File: src/rtl/ptw_pkg.sv
package ptw_pkg;

  typedef enum logic [2:0] {
    ST_IDLE,
    ST_RD_PDE,
    ST_WAIT_PDE,
    ST_RD_PTE,
    ST_WAIT_PTE,
    ST_DONE,
    ST_FAULT
  } walk_state_e;

  typedef enum logic [1:0] {
    FLT_NONE   = 2'b00,
    FLT_SEG    = 2'b01,
    FLT_PROT   = 2'b10,
    FLT_ABSENT = 2'b11
  } fault_code_e;

  localparam int unsigned EntValidBit   = 0;
  localparam int unsigned EntPresentBit = 1;
  localparam int unsigned EntProtLsb    = 2;
  localparam int unsigned ProtW         = 3;

endpackage

File: src/rtl/ptw_addr_gen.sv
module ptw_addr_gen #(
  parameter int unsigned PA_W   = 16,
  parameter int unsigned OFF_W  = 6,
  parameter int unsigned DIR_W  = 4,
  parameter int unsigned TBL_W  = 4,
  parameter int unsigned ENT_LG = 2
) (
  input  logic [PA_W-1:0]       dir_base_i,
  input  logic [DIR_W-1:0]      dir_idx_i,
  input  logic [TBL_W-1:0]      tbl_idx_i,
  input  logic [PA_W-OFF_W-1:0] tbl_pfn_i,
  input  logic                  leaf_i,
  output logic [PA_W-1:0]       addr_o
);
  localparam int unsigned PFN_W = PA_W - OFF_W;

  logic [PA_W-1:0] pde_addr, pte_addr;

  assign pde_addr = dir_base_i + PA_W'({dir_idx_i, {ENT_LG{1'b0}}});
  assign pte_addr = {tbl_pfn_i, {OFF_W{1'b0}}} + PA_W'({tbl_idx_i, {ENT_LG{1'b0}}});
  assign addr_o   = leaf_i ? pte_addr : pde_addr;

  // a leaf address always lands inside the page named by the frame
  always_comb begin
    if (leaf_i) begin
      pte_in_page_chk: assert (pte_addr[PA_W-1:OFF_W] == PFN_W'(tbl_pfn_i));
    end
  end
endmodule

File: src/rtl/ptw_entry_check.sv
module ptw_entry_check
  import ptw_pkg::*;
#(
  parameter int unsigned ENT_W   = 32,
  parameter int unsigned PFN_LSB = 8,
  parameter int unsigned PFN_W   = 10
) (
  input  logic [ENT_W-1:0] ent_i,
  input  logic [ProtW-1:0] acc_i,
  input  logic             leaf_i,
  output fault_code_e      code_o,
  output logic [PFN_W-1:0] pfn_o,
  output logic [ProtW-1:0] prot_o
);
  localparam int unsigned PFN_HI = PFN_LSB + PFN_W;

  logic valid, present;
  logic unused_bits;

  assign valid       = ent_i[EntValidBit];
  assign present     = ent_i[EntPresentBit];
  assign prot_o      = ent_i[EntProtLsb +: ProtW];
  assign pfn_o       = ent_i[PFN_LSB +: PFN_W];
  assign unused_bits = ^{ent_i[ENT_W-1:PFN_HI], ent_i[PFN_LSB-1:EntProtLsb+ProtW]};

  // fixed priority: valid, permission, presence
  always_comb begin
    if (!valid)                       code_o = FLT_SEG;
    else if (!leaf_i)                 code_o = FLT_NONE;
    else if ((acc_i & ~prot_o) != '0) code_o = FLT_PROT;
    else if (!present)                code_o = FLT_ABSENT;
    else                              code_o = FLT_NONE;
  end
endmodule

File: src/rtl/ptw_walker.sv
module ptw_walker
  import ptw_pkg::*;
#(
  parameter int unsigned PA_W    = 16,
  parameter int unsigned VA_W    = 14,
  parameter int unsigned OFF_W   = 6,
  parameter int unsigned ENT_W   = 32,
  parameter int unsigned PFN_LSB = 8
) (
  input  logic                  clk_i,
  input  logic                  rst_ni,
  input  logic [PA_W-1:0]       dir_base_i,
  input  logic                  miss_valid_i,
  output logic                  miss_ready_o,
  input  logic [VA_W-OFF_W-1:0] miss_vpn_i,
  input  logic [2:0]            miss_acc_i,
  output logic                  mem_req_o,
  output logic [PA_W-1:0]       mem_addr_o,
  input  logic                  mem_gnt_i,
  input  logic                  mem_rvalid_i,
  input  logic [ENT_W-1:0]      mem_rdata_i,
  output logic                  fill_valid_o,
  output logic [VA_W-OFF_W-1:0] fill_vpn_o,
  output logic [PA_W-OFF_W-1:0] fill_pfn_o,
  output logic [2:0]            fill_prot_o,
  output logic                  fault_valid_o,
  output logic [1:0]            fault_code_o
);
  localparam int unsigned VPN_W  = VA_W - OFF_W;
  localparam int unsigned ENT_LG = $clog2(ENT_W / 8);
  localparam int unsigned TBL_W  = OFF_W - ENT_LG;
  localparam int unsigned DIR_W  = VPN_W - TBL_W;
  localparam int unsigned PFN_W  = PA_W - OFF_W;

  walk_state_e        state_q;
  logic [VPN_W-1:0]   vpn_q;
  logic [ProtW-1:0]   acc_q, prot_q;
  logic [PFN_W-1:0]   pfn_q;
  fault_code_e        code_q;

  logic               leaf;
  fault_code_e        chk_code;
  logic [PFN_W-1:0]   chk_pfn;
  logic [ProtW-1:0]   chk_prot;

  assign leaf = (state_q == ST_RD_PTE) || (state_q == ST_WAIT_PTE);

  ptw_addr_gen #(
    .PA_W(PA_W), .OFF_W(OFF_W), .DIR_W(DIR_W), .TBL_W(TBL_W), .ENT_LG(ENT_LG)
  ) u_addr (
    .dir_base_i (dir_base_i),
    .dir_idx_i  (vpn_q[VPN_W-1 -: DIR_W]),
    .tbl_idx_i  (vpn_q[TBL_W-1:0]),
    .tbl_pfn_i  (pfn_q),
    .leaf_i     (leaf),
    .addr_o     (mem_addr_o)
  );

  ptw_entry_check #(
    .ENT_W(ENT_W), .PFN_LSB(PFN_LSB), .PFN_W(PFN_W)
  ) u_check (
    .ent_i  (mem_rdata_i),
    .acc_i  (acc_q),
    .leaf_i (leaf),
    .code_o (chk_code),
    .pfn_o  (chk_pfn),
    .prot_o (chk_prot)
  );

  always_ff @(posedge clk_i or negedge rst_ni) begin
    if (!rst_ni) begin
      state_q <= ST_IDLE;
      vpn_q   <= '0;
      acc_q   <= '0;
      prot_q  <= '0;
      pfn_q   <= '0;
      code_q  <= FLT_NONE;
    end else begin
      unique case (state_q)
        ST_IDLE: if (miss_valid_i) begin
          vpn_q   <= miss_vpn_i;
          acc_q   <= miss_acc_i;
          state_q <= ST_RD_PDE;
        end
        ST_RD_PDE: if (mem_gnt_i) state_q <= ST_WAIT_PDE;
        ST_WAIT_PDE: if (mem_rvalid_i) begin
          if (chk_code != FLT_NONE) begin
            code_q  <= chk_code;
            state_q <= ST_FAULT;
          end else begin
            pfn_q   <= chk_pfn;
            state_q <= ST_RD_PTE;
          end
        end
        ST_RD_PTE: if (mem_gnt_i) state_q <= ST_WAIT_PTE;
        ST_WAIT_PTE: if (mem_rvalid_i) begin
          if (chk_code != FLT_NONE) begin
            code_q  <= chk_code;
            state_q <= ST_FAULT;
          end else begin
            pfn_q   <= chk_pfn;
            prot_q  <= chk_prot;
            state_q <= ST_DONE;
          end
        end
        ST_DONE:  state_q <= ST_IDLE;
        ST_FAULT: state_q <= ST_IDLE;
        default:  state_q <= ST_IDLE;
      endcase
    end
  end

  assign miss_ready_o  = (state_q == ST_IDLE);
  assign mem_req_o     = (state_q == ST_RD_PDE) || (state_q == ST_RD_PTE);
  assign fill_valid_o  = (state_q == ST_DONE);
  assign fill_vpn_o    = vpn_q;
  assign fill_pfn_o    = pfn_q;
  assign fill_prot_o   = prot_q;
  assign fault_valid_o = (state_q == ST_FAULT);
  assign fault_code_o  = (state_q == ST_FAULT) ? code_q : FLT_NONE;


  fill_fault_excl_chk: assert property (@(posedge clk_i) disable iff (!rst_ni)
    !(fill_valid_o && fault_valid_o));


  fault_pulse_chk: assert property (@(posedge clk_i) disable iff (!rst_ni)
    fault_valid_o |=> !fault_valid_o);


  fault_code_nonzero_chk: assert property (@(posedge clk_i) disable iff (!rst_ni)
    fault_valid_o |-> fault_code_o != 2'b00);


  busy_not_ready_chk: assert property (@(posedge clk_i) disable iff (!rst_ni)
    mem_req_o |-> !miss_ready_o);


  req_hold_chk: assert property (@(posedge clk_i) disable iff (!rst_ni)
    (mem_req_o && !mem_gnt_i) |=> (mem_req_o && $stable(mem_addr_o)));


  fill_after_rsp_chk: assert property (@(posedge clk_i) disable iff (!rst_ni)
    $rose(fill_valid_o) |-> $past(mem_rvalid_i));
endmodule

File: config.mk
export PLATFORM = sky130hd
export DESIGN_NAME = ptw_walker
export DESIGN_NICKNAME = d
export VERILOG_FILES = /design/src/rtl/ptw_pkg.sv /design/src/rtl/ptw_addr_gen.sv /design/src/rtl/ptw_entry_check.sv /design/src/rtl/ptw_walker.sv
export SDC_FILE = /design/constraint.sdc
export NUM_CORES = 1
export LEC_CHECK = 0
export ABC_AREA = 1
export BUFFER_PORTS_ARGS = -buffer_cell sky130_fd_sc_hd__buf_2
export CAP_MARGIN = 20
export CORE_MARGIN = 5
export CORE_UTILIZATION = 30
export CTS_CLUSTER_SIZE = 8
export DETAILED_ROUTE_END_ITERATION = 8
export GPL_ROUTABILITY_DRIVEN = 0
export HOLD_SLACK_MARGIN = 0.03
export REMOVE_ABC_BUFFERS = 1
export SLEW_MARGIN = 25
export SYNTH_ARGS = -nofsm -noshare
export SYNTH_HDL_FRONTEND = slang
export SYNTH_SLANG_ARGS = --single-unit
File: constraint.sdc
create_clock -name clk_i -period 2.7 [get_ports clk_i]
set_input_delay 0.135 -clock clk_i [delete_from_list [all_inputs] [get_ports clk_i]]
set_output_delay 0.135 -clock clk_i [all_outputs]
set_load 0.01 [all_outputs]
==> results of run 1 <==
==> per-stage QoR <==
stage | worst slack, ns | util | hold slack (ns) | area [µm²]
after floorplan | 0.911 | - | -0.161 | 1860
after global placement | 0.649 | 0.384 | 0.226 | 2400
after detailed placement | 0.633 | 0.384 | 0.236 | 2400
after CTS | 0.304 | 0.405 | 0.0466 | 2530
after global routing | 0.0593 | 0.405 | 0.0671 | 2530
final | 0.348 | 0.405 | 0.0568 | 2530
==> state kept, by name, summed over array words and instances, names as in the netlist <==
| name | flops |
|---|---|
| fill_pfn_o | 10 |
| fill_vpn_o | 8 |
| fill_prot_o | 3 |
| state_q | 3 |
| code_q | 2 |
| acc_q | 3 |
==> cell type report <==
cell class	count	area, µm²	area share
Multi-Input combinational cell	185	983	0.389
Sequential cell	29	726	0.287
Timing Repair Buffer	90	455	0.180
Inverter	39	146	0.0579
Tap cell	77	96.3	0.0381
Clock buffer	6	82.6	0.0327
Clock inverter	2	37.5	0.0149
==> layer usage <==
layer  part of all wire  routed length [µm]  track usage  vias to the layer above
li1                   -                   -            -                     1013
met1               0.44                2300        0.169                      863
met2               0.48                2490        0.245                       55
met3              0.075                 391       0.0350                        5
met4             0.0073                  38       0.0447                        0
met5                  0                   0            0                        -
==> final timing paths <==
path / endpoint / cells after the start / slack (ns) / start
min: fill_pfn_o[6] / 3 / 0.06 / mem_rdata_i[14]
max: mem_addr_o[8] / 7 / 0.35 / state_q[1]
max reg2reg: state_q[2] / 7 / 0.94 / state_q[1]
max in group asynchronous: fill_pfn_o[3] / 2 / 1.82 / rst_ni
min reg2reg: fill_prot_o[2] / 2 / 0.48 / fill_prot_o[2]
min in group asynchronous: state_q[1] / 2 / 0.43 / rst_ni
==> power groups by stage <==
| stage | clock network, mW | registers (mW) | logic, mW |
|---|---|---|---|
| finish | 0.483 | 0.786 | 1.49 |
| global route | 0.518 | 0.822 | 1.71 |
| CTS | 0.501 | 0.790 | 1.53 |
| detailed placement | 0 | 0.797 | 1.52 |
| global placement | 0 | 0.789 | 1.50 |
| floorplan | 0 | 0.857 | 0.863 |
==> synthesized netlist by cell type (all sizes together) <==
cell type and n:
nand2 81, inv 39, dfrtp 29, nand3 26, o21ai 20, nor2 18
mux2 11, a21oi 5, buf 5, nor3 5, ha 4, nand4 3
o22ai 3, o21bai 2, or2 2, a21o 1, fa 1, nand3b 1
o211ai 1, xnor2 1
==> layout by cell type, fill, tap and decap left out, types with 2 or more instances in the layout <==
cell type and instances:
a21oi_1 5, nand2_2 2, nand2_1 78, or2_2 2
o22ai_1 3, nor2_1 17, mux2_2 11, nand4_1 3
nor3_1 5, o21ai_0 20, nand3_1 25, dfrtp_1 29
inv_1 38, o21bai_1 2, clkbuf_8 6, buf_2 89
ha_1 4
==> kinds of logic after synthesis <==
family / count (synthesis) / share of synthesized area
flops: 29 / 0.383
simple gates: 136 / 0.321
mux: 11 / 0.0654
buf+inv: 44 / 0.0972
fa+ha+maj: 5 / 0.0370
xor+xnor: 1 / 0.00463
compound gates: 32 / 0.0919
==> worst max-delay path, stage by stage, from the launching register on <==
cell     delay [ns]
dfrtp_1        0.42
nor2_1         0.10
nand2_2        0.11
nand2_2        0.18
inv_1          0.56
o21ai_0        0.20
o22ai_1        0.18
buf_2          0.17
==> results.txt, run 1 <==
status: finished clean
I/O Pins: 107
Sw Share: 0.436
Leakage: 1.45 nW
internal power: 1.56 mW
Root Driver: clkbuf_8
Synth cell types: 26
DP Cell Count: 419
CTS max path bufs: 2
Pre-antenna DRT Iters: 4
starting density of the core: 0.303
Gate power share: 0.540
Worst Setup Path Type: flip-flop to output pin
register area share after synthesis: 0.383
required time worst endpoint: 2.57 ns
top post-synthesis cells by area: dfrtp_1 38%, nand2_1 15%, inv_1 7.5%, nand3_1 6.6%, mux2_2 6.5%
period utilization: 0.871
Worst Setup End Kind: output pin
diode count: 0
die area: 8000 µm²
Congestion Overflow GR: 0
RSZ-0062 raised after global routing: no
CTS clk-pin slew, worst paths: 0.07 ns
Slew Limit Headroom: 0.533
CTS tree: done
crit path DAT: 2.22 ns
Hold Crit Class: primary input to flip-flop
synthesized netlist cell count: 258
routed length per instance: 12.2 µm
top cell type's share of synthesized area: 0.383
Synth warnings: 0
Resize count post-CTS: 0
Total Neg Setup Slack: 0 ns
CTS buffer count: 5
Clk pwr share: 0.175
Final HPWL DP: 4160 µm
gr usage total: 0.141
placement row count: 29
FILL cells: 681
total power: 2.76 mW
die height: 89.4 µm
synthesized area: 1890 µm²
IO Port Bufs: 89
largest net degree at the start of global routing: 30
Critical Path Start Type: flip-flop
synthesized flop and latch total: 29
core area: 6240 µm²
Die W: 89.4 µm
number of max-cap violations: 0
# H-tree levels: 2
Yosys top cell by area: dfrtp_1
total routed wirelength: 5230 µm
vias in the first global route: 1958
Final Critical Period: 2.35 ns
Sink Count: 29
# setup viols final: 0
Iteration-0 DRC Markers: 40
CTS Hold Bufs: 1
Hold Violations, Final: 0
first-pass GRT wire length: 8680 µm
maximum vdd drop: 444 µV
Via density: 4.52
initial antenna violation count: 0
Final Max Tran Viols: 0
Nets: 419
ANT nets after route: 0
buffer count from post-CTS setup fixing: 0
Final Non-Filler Cells: 428
layout cells sized above 1: 0.330
switching power total: 1.20 mW
vias: 1936
worst-margin pin slew: 0.700 ns
clock skew: 0.00621 ns
Synth-to-Final Area Change: 33.5%
clock insertion delay at the later pin of the skew report: 0.28 ns
syn avg cell area: 7.34 µm²
Seq pwr share: 0.285
Pwr per Cell Area: 1090 nW/µm²
fmax: 425 MHz
CP Max Fanout: 23
Remaining DRCs: 0
(Power assumes the default switching activity.)
==> run 2, diff against run 1 <==
--- a/config.mk
+++ b/config.mk
@@ -8,12 +8,17 @@
 export ABC_AREA = 1
 export BUFFER_PORTS_ARGS = -buffer_cell sky130_fd_sc_hd__buf_2
 export CAP_MARGIN = 20
+export CELL_PAD_IN_SITES_DETAIL_PLACEMENT = 0
+export CELL_PAD_IN_SITES_GLOBAL_PLACEMENT = 1
+export CORE_ASPECT_RATIO = 1.5
 export CORE_MARGIN = 5
 export CORE_UTILIZATION = 30
 export CTS_CLUSTER_SIZE = 8
 export DETAILED_ROUTE_END_ITERATION = 8
 export GPL_ROUTABILITY_DRIVEN = 0
+export GPL_TIMING_DRIVEN = 0
 export HOLD_SLACK_MARGIN = 0.03
+export PLACE_DENSITY_LB_ADDON = 0.1
 export REMOVE_ABC_BUFFERS = 1
 export SLEW_MARGIN = 25
 export SYNTH_ARGS = -nofsm -noshare
==> run 2 against run 1 <==
Against the previous run:
- count of clock-buffer cells in the layout is the same
- die area grew 0.41%
- cell count shrank 0.70%
- sequential share of layout area grew 0.48 points
- utilization grew 0.054 points
- sequential cell count is the same
==> results.txt, run 2 (synthesized netlist as in run 1, its figures left out) <==
Iteration-0 DRC Markers: 45 (+13%)
slowest cell on the critical path: inv_1
CTS Hold Bufs: 1 (unchanged)
CP delay by family, top: buffers and inverters
IO Port Bufs: 89 (unchanged)
crit path DAT: 2.23 ns (about the same)
post-route cell area: 2490 µm² (-1.6%)
initial antenna violation count: 0 (unchanged)
CTS clk-pin slew, worst paths: 0.07 ns (about the same)
Leakage: 1.43 nW (-0.86%)
Nets: 419 (unchanged)
crit-path max cell delay: 0.56 ns (about the same)
Critical Path Start Type: flip-flop
Final Critical Period: 2.37 ns (+0.0154 ns)
critical-path cell list: inv_2, nand3_1, nand2_2, inv_1, o21ai_0, o22ai_1, buf_2
Sink Count: 29 (unchanged)
fmax: 422 MHz (-0.65%)
# H-tree levels: 2 (unchanged)
layout cells sized above 1: 0.328 (-0.00285)
Slew Limit Headroom: 0.528 (-0.00517)
RSZ-0062 raised after global routing: no
starting density of the core: 0.309 (+0.00545)
die height: 107 µm (+20%)
vias: 1931 (-0.26%)
largest net degree at the start of global routing: 30 (unchanged)
Hold Crit Depth: 3 (unchanged)
number of max-cap violations: 0 (unchanged)
total routed wirelength: 5650 µm (+8.2%)
Final HPWL DP: 4580 µm (+10%)
Resize count post-CTS: 0 (unchanged)
buffer count from post-CTS setup fixing: 0 (unchanged)
CTS buffer count: 5 (unchanged)
commonest non-fill, non-tap cell in the layout: buf_2
core area: 6130 µm² (-1.8%)
period utilization: 0.877 (+0.00570)
Post-Place Cell Area: 2390 µm² (-0.16%)
CP Max Fanout: 23 (unchanged)
routed length per instance: 13.3 µm (+8.9%)
max reg flops: 10 (unchanged)
clock skew: 0.00426 ns (-0.00196 ns)
Reg2Reg Setup Slack: 0.94 ns (about the same)
Hold Crit Class: primary input to flip-flop
CTS max path bufs: 2 (unchanged)
Congestion Overflow GR: 0 (unchanged)
gr usage total: 0.147 (+0.00615)
Register-to-Register Path Depth: 7 (unchanged)
Via density: 4.54 (+0.45%)
Die W: 74.9 µm (-16%)
placement row count: 35 (+21%)
cell depth of the worst setup path: 7 (unchanged)
clock insertion delay at the later pin of the skew report: 0.27 ns (about the same)
Synth-to-Final Area Change: 31.3%
Remaining DRCs: 0 (unchanged)
Hold Violations, Final: 0 (unchanged)
first-pass GRT wire length: 9110 µm (+5.0%)
maximum vdd drop: 412 µV (-7.2%)
required time worst endpoint: 2.57 ns (about the same)
most frequent cells in the layout: 89 x buf_2, 78 x nand2_1, 38 x inv_1
Worst Path Buf+Inv: 3 (+1)
# setup viols final: 0 (unchanged)
Pre-antenna DRT Iters: 4 (unchanged)
Worst Setup End Kind: output pin
I/O Pins: 107 (unchanged)
worst-margin pin slew: 0.708 ns (+0.00776 ns)
CTS tree: done
Total Neg Setup Slack: 0 ns (unchanged)
Pwr per Cell Area: 1060 nW/µm² (-3.1%)
Root Driver: clkbuf_8
die area: 8030 µm² (+0.41%)
ANT nets after route: 0 (unchanged)
Worst Setup Path Type: flip-flop to output pin
Final Max Tran Viols: 0 (unchanged)
status: finished clean
diode count: 0 (unchanged)
vias in the first global route: 1976 (+0.92%)
==> run 2: layout make-up <==
| type | count | area [µm²] |
|---|---|---|
| fill | 696 | 3640 |
| multi-input combinational | 185 | 983 |
| sequential | 29 | 726 |
| timing repair buffer | 90 | 455 |
| inverter | 39 | 146 |
| tap | 74 | 92.6 |
| clock buffer | 6 | 72.6 |
| clock inverter | 2 | 10.0 |
==> run 2: power by group <==
group | total, mW | internal (mW) | switching [mW]
Sequential | 0.783 | 0.652 | 0.131
Combinational | 1.49 | 0.602 | 0.890
Clock | 0.353 | 0.179 | 0.175
==> run 2: stage by stage <==
| step | power (mW) | utilization | cells | hold slack [ns] | setup WS [ns] |
|---|---|---|---|---|---|
| after CTS | 2.70 | 0.406 | 425 | 0.0531 | 0.261 |
| after detailed placement | 2.33 | 0.390 | 416 | 0.231 | 0.590 |
| after global placement | 2.31 | 0.390 | 416 | 0.235 | 0.566 |
| final | 2.63 | 0.406 | 425 | 0.0640 | 0.333 |
| after global routing | 2.90 | 0.406 | 425 | 0.0606 | 0.0178 |
| after floorplan | 1.72 | - | 253 | -0.161 | 0.911 |
==> run 2: path summary, 6_finish.rpt <==
| path | start | to |
|---|---|---|
| worst min register to register | fill_prot_o[1] | fill_prot_o[1] |
| worst max-delay path | state_q[2] | mem_addr_o[8] |
| worst min-delay path | mem_rdata_i[13] | fill_pfn_o[5] |
| min in group asynchronous | rst_ni | fill_vpn_o[3] |
| max in group asynchronous | rst_ni | state_q[1] |
| worst max register to register | state_q[2] | state_q[2] |
==> run 2: worst reg2reg max path: stages (launching register included) <==
cell,delay (ns)
dfrtp_1,0.43
inv_2,0.10
nand3_1,0.12
nand2_2,0.19
inv_1,0.57
nand2_1,0.12
nand2_1,0.08
nand2_1,0.04
==> run 2: layer usage <==
layer | up-vias | track usage | wire, µm
met5 | - | 0 | 0
met4 | 0 | 0.0382 | 38
met3 | 2 | 0.0290 | 334
met2 | 51 | 0.282 | 3210
met1 | 868 | 0.154 | 2060
li1 | 1010 | - | -
